[src/rtl/scan_pkg.sv]
package scan_pkg;
  typedef enum logic [1:0] {
    SQ_IDLE = 2'd0,
    SQ_WAIT = 2'd1,
    SQ_GAP  = 2'd2
  } sq_state_t;
endpackage

[src/rtl/scan_pick.sv]
// Finds the next enabled channel after base, searching in ascending order with wrap.
// When from_low is set, the search starts at channel 0.
module scan_pick #(
  parameter int NUM_SENS = 2,
  parameter int CH_W     = 1
) (
  input  logic [NUM_SENS-1:0] en,
  input  logic [CH_W-1:0]     cur,
  input  logic                from_low,
  output logic [CH_W-1:0]     nxt,
  output logic                found
);
  int base;
  int cand;

  always_comb begin
    base  = from_low ? (NUM_SENS - 1) : int'(cur);
    found = 1'b0;
    nxt   = '0;
    cand  = 0;
    // Search from the farthest candidate down to the nearest, so the nearest hit wins.
    for (int i = NUM_SENS; i >= 1; i--) begin
      cand = base + i;
      if (cand >= NUM_SENS) cand = cand - NUM_SENS;
      if (en[cand]) begin
        found = 1'b1;
        nxt   = CH_W'(cand);
      end
    end
  end
endmodule

[src/rtl/scan_gap_timer.sv]
// Counts the idle gap used in low-power mode.
module scan_gap_timer #(
  parameter int GAP = 8,
  parameter int W   = 4
) (
  input  logic clk,
  input  logic rst,
  input  logic load,
  output logic expired
);
  logic [W-1:0] cnt_q;

  always_ff @(posedge clk) begin
    if (rst)                cnt_q <= '0;
    else if (load)          cnt_q <= W'(GAP - 1);
    else if (cnt_q != '0)   cnt_q <= cnt_q - 1'b1;
  end

  assign expired = (cnt_q == '0);
endmodule

[src/rtl/scan_seq.sv]
module scan_seq
  import scan_pkg::*;
#(
  parameter int NUM_SENS = 2,
  parameter int LP_GAP   = 8,
  localparam int CH_W    = (NUM_SENS > 1) ? $clog2(NUM_SENS) : 1,
  localparam int GAP_W   = $clog2(LP_GAP + 1)
) (
  input  logic                clk,
  input  logic                rst,
  input  logic                dev_rst_i,
  input  logic                func_en_i,
  input  logic                shutdown_i,
  input  logic                low_power_i,
  input  logic [NUM_SENS-1:0] sens_en_i,
  input  logic                conv_done_i,
  output logic                conv_start_o,
  output logic [CH_W-1:0]     conv_chan_o
);
  sq_state_t       state_q, state_d;
  logic            restart_q, restart_d;
  logic            start_d;
  logic [CH_W-1:0] chan_d;
  logic [CH_W-1:0] pick_chan;
  logic            pick_ok;
  logic            gap_load;
  logic            gap_done;
  logic            run;

  assign run = func_en_i & ~shutdown_i;

  scan_pick #(.NUM_SENS(NUM_SENS), .CH_W(CH_W)) i_pick (
    .en       (sens_en_i),
    .cur      (conv_chan_o),
    .from_low (restart_q),
    .nxt      (pick_chan),
    .found    (pick_ok)
  );

  scan_gap_timer #(.GAP(LP_GAP), .W(GAP_W)) i_gap (
    .clk     (clk),
    .rst     (rst),
    .load    (gap_load),
    .expired (gap_done)
  );

  always_comb begin
    state_d   = state_q;
    restart_d = restart_q;
    start_d   = 1'b0;
    chan_d    = conv_chan_o;
    gap_load  = 1'b0;
    if (!run || dev_rst_i) begin
      state_d   = SQ_IDLE;
      restart_d = 1'b1;
    end else begin
      unique case (state_q)
        SQ_IDLE: begin
          if (pick_ok) begin
            start_d   = 1'b1;
            chan_d    = pick_chan;
            restart_d = 1'b0;
            state_d   = SQ_WAIT;
          end
        end
        SQ_WAIT: begin
          if (conv_done_i) begin
            if (low_power_i) begin
              gap_load = 1'b1;
              state_d  = SQ_GAP;
            end else if (pick_ok) begin
              start_d = 1'b1;
              chan_d  = pick_chan;
            end else begin
              state_d = SQ_IDLE;
            end
          end
        end
        SQ_GAP: begin
          if (gap_done) begin
            if (pick_ok) begin
              start_d = 1'b1;
              chan_d  = pick_chan;
              state_d = SQ_WAIT;
            end else begin
              state_d = SQ_IDLE;
            end
          end
        end
        default: state_d = SQ_IDLE;
      endcase
    end
  end

  always_ff @(posedge clk) begin
    if (rst) begin
      state_q      <= SQ_IDLE;
      restart_q    <= 1'b1;
      conv_start_o <= 1'b0;
      conv_chan_o  <= '0;
    end else begin
      state_q      <= state_d;
      restart_q    <= restart_d;
      conv_start_o <= start_d;
      conv_chan_o  <= chan_d;
    end
  end
endmodule

[config.mk]
export PLATFORM = sky130hd
export DESIGN_NAME = scan_seq
export DESIGN_NICKNAME = d
export VERILOG_FILES = /design/src/rtl/scan_pkg.sv /design/src/rtl/scan_pick.sv /design/src/rtl/scan_gap_timer.sv /design/src/rtl/scan_seq.sv
export SDC_FILE = /design/constraint.sdc
export NUM_CORES = 1
export LEC_CHECK = 0
export BUFFER_PORTS_ARGS = -buffer_cell sky130_fd_sc_hd__buf_2
export CAP_MARGIN = 20
export CORE_AREA = 2 2 39 41
export CTS_CLUSTER_SIZE = 25
export DETAILED_ROUTE_END_ITERATION = 8
export DIE_AREA = 0 0 41 43
export GPL_TIMING_DRIVEN = 0
export MAX_ROUTING_LAYER = met4
export PLACE_DENSITY = 0.56
export SYNTH_ARGS = -nofsm -noshare
export SYNTH_HDL_FRONTEND = slang
export SYNTH_SLANG_ARGS = --single-unit
[constraint.sdc]
create_clock -name clk -period 3.3 [get_ports clk]
set_clock_uncertainty 0.15 [all_clocks]
set_input_delay 0.165 -clock clk [delete_from_list [all_inputs] [get_ports clk]]
set_output_delay 0.165 -clock clk [all_outputs]
set_load 0.05 [all_outputs]
==> metrics.yaml <==
drt-wirelength-per-cell_um: 10.4
p_clk_frac: 0.218
ys_ff_latch: 9
synth_top_area_cell: "dfxtp_1"
regToRegStartpoint: "i_gap.cnt_q[0]"
drt-total-wl_um: 861
synth_edf_count: 0
slowest_stage: "or3b_4"
hpwlAfterDp_um: 675
synthCells: 53
clkTransAtPathRegs_ps: 70
cp_data_arrival_time_ps: 1600
end_kind: "flop"
die_h_um: 43
regArea_sq_um: 180
critPathLaunchType: "flop"
p_per_area_nw_per_um2: 684
p_seq_frac: 0.378
grt_start_max_net_pins: 9
detail_route.first_pass.iterations: 4
grt_pass1_vias: 361
dieArea_sq_um: 1760
final_max_slew_viol_count: 0
clk_latency_ps: 260
tritoncts: "yes"
finalHoldViolations: 0
tightest_slew_ps: 394
timing.rr.end: "conv_chan_o"
fp.dieW_um: 41
ant_nets: 0
vdd_drop_max_v: 0.000292
fin_util: 0.413
maxCapViolCount: 0
fin_crit_sh: 0.487
numCtsBuffers: 3
setup_viol: 0
post-synth-top-count-cell: "dfxtp_1"
track_usage: 0.113
netlist_top_cells_area: "dfxtp_1, ha_1, nor2_1"
initial_core_util: 0.343
synthFlopType: "dfxtp_1"
core_sq_um: 1380
drc: 0
p_int_mw: 0.255
viasPerCell: 4.75
vias: 394
avgSynthCellArea_sq_um: 8.95
path_class: "flop to flop"
rsz0062_at_grt: "no"
grt_overflow: 0
clock.fmax_mhz: 622
cts_sinks: 9
diodes: 0
rows: 14
io_pins: 11
yosysTopAreaCellShare: 0.380
p_leak_nw: 0.260
htreeDepth: 1
ys_types: 26
synthTopCellsByCount: "dfxtp_1, nor2_1, inv_1, a21oi_1, nand2_1"
slowest_delay_ps: 400
portBuffers: 10
hold_class: "primary input to flop"
power_switching_mw: 0.136
cts_resized: 0
grt_use_met1: 0.150
fillerInstances: 142
crit_fanout: 4
seq_area_frac_synth: 0.380
multi_input_area_sq_um: 279
first_iter_violations: 5
use_met3: 0.0157
path_buf_inv: 1
drive_above_1_share: 0.284
postCtsSetupBuffers: 0
r2r_slack_ps: 1690
path_cells: "inv_1, ha_1, or3b_4, nand2_4, nand4_2, mux2i_1"
ys.warnings.count: 0
grt_pass1_wl_um: 1350
synthesis.area_sq_um: 474
synth_nets: 64
sw_frac_of_total: 0.347
critPathRequiredTime_ps: 3300
fin_setup_tns_ps: 0
ys_async_sr_fraction: 0
clockBufferDepth: 2
cts_hold_buf: 0
cts-root-buf: "clkbuf_4"
min_path_cells: 2
min_period_ps: 1610
nNetsFinal: 79
status: "finished, final reports clean"
top_usage_layer: "met2"
gp_congestion: 0.652
antenna_found_initial: 0
hold_path_startpoint: "rst"
met2_usage: 0.159
worst_r2r_path_depth: 6
whs_endpoint: "i_gap.cnt_q[3]"
crit_family: "simple AND/OR/NAND/NOR gates"
slew_headroom: 0.737
combinationalPowerShare: 0.403
syn_to_final_growth_pct: 20.6
==> registers in the layout, summed over array words and instances (netlist names) <==
name	flops
restart_q	1
conv_start_o	1
state_q	2
conv_chan_o	1
i_gap.cnt_q	4
==> kinds of logic (layout without fill, tap and decap cells) <==
group | Yosys count | after routing | synth area share
flops | 9 | 9 | 0.380
xor+xnor | 2 | 2 | 0.0369
buf+inv | 4 | 18 | 0.0317
fa+ha+maj | 2 | 2 | 0.0528
mux | 1 | 1 | 0.0211
simple gates | 23 | 23 | 0.309
compound gates | 12 | 12 | 0.169
==> layout make-up <==
class | count | share of cell area
clock buffer | 3 | 0.0394
multi-input combinational | 40 | 0.488
timing repair buffer | 10 | 0.0875
tap | 16 | 0.0350
clock inverter | 1 | 0.00875
sequential | 9 | 0.315
inverter | 4 | 0.0263
==> cell usage in the layout (no fill, tap or decap), types with 2 or more instances in the layout <==
| master | n |
|---|---|
| buf_2 | 10 |
| nor3_1 | 2 |
| o21ai_0 | 2 |
| a21oi_1 | 3 |
| ha_1 | 2 |
| inv_1 | 4 |
| nand2b_1 | 2 |
| clkbuf_4 | 3 |
| nor2_1 | 5 |
| dfxtp_1 | 9 |
| or3_1 | 2 |
| o21a_1 | 2 |
| a22oi_1 | 2 |
| nand2_1 | 3 |
| nor2b_1 | 2 |
==> power groups by stage <==
stage,combinational (mW),clock [mW],sequential (mW)
floorplan,0.133,0,0.149
global placement,0.159,0,0.151
detailed placement,0.160,0,0.151
CTS,0.162,0.0877,0.148
global route,0.181,0.0927,0.151
finish,0.158,0.0854,0.148
==> worst max-delay path by stage <==
stage | startpoint | depth (start not counted) | to | slack [ps]
floorplan | i_gap.cnt_q[0] | 6 | conv_chan_o | 1790
global route | i_gap.cnt_q[0] | 6 | conv_chan_o | 1620
global placement | i_gap.cnt_q[0] | 6 | conv_chan_o | 1710
finish | i_gap.cnt_q[0] | 6 | conv_chan_o | 1690
detailed placement | i_gap.cnt_q[0] | 6 | conv_chan_o | 1710
CTS | i_gap.cnt_q[0] | 6 | conv_chan_o | 1680
==> metal layers <==
metal,part of all wire,vias up
li1,-,215
met1,0.54,170
met2,0.42,9
met3,0.038,0
met4,0,0
met5,0,-
==> metrics by stage <==
| step | instances | instance area (sq um) | power, mW | hold slack (ps) | setup WS (ps) |
|---|---|---|---|---|---|
| 4_1_cts | 83 | 572 | 0.398 | 9.35 | 1680 |
| 5_1_grt | 83 | 572 | 0.425 | 15.2 | 1620 |
| 6_report | 83 | 572 | 0.391 | 11.5 | 1690 |
| 3_3_place_gp | 79 | 544 | 0.310 | 282 | 1710 |
| 2_1_floorplan | 53 | 474 | 0.282 | 79.6 | 1790 |
| 3_5_place_dp | 79 | 544 | 0.311 | 285 | 1710 |
No activity file was read; power rests on OpenSTA's default activity.
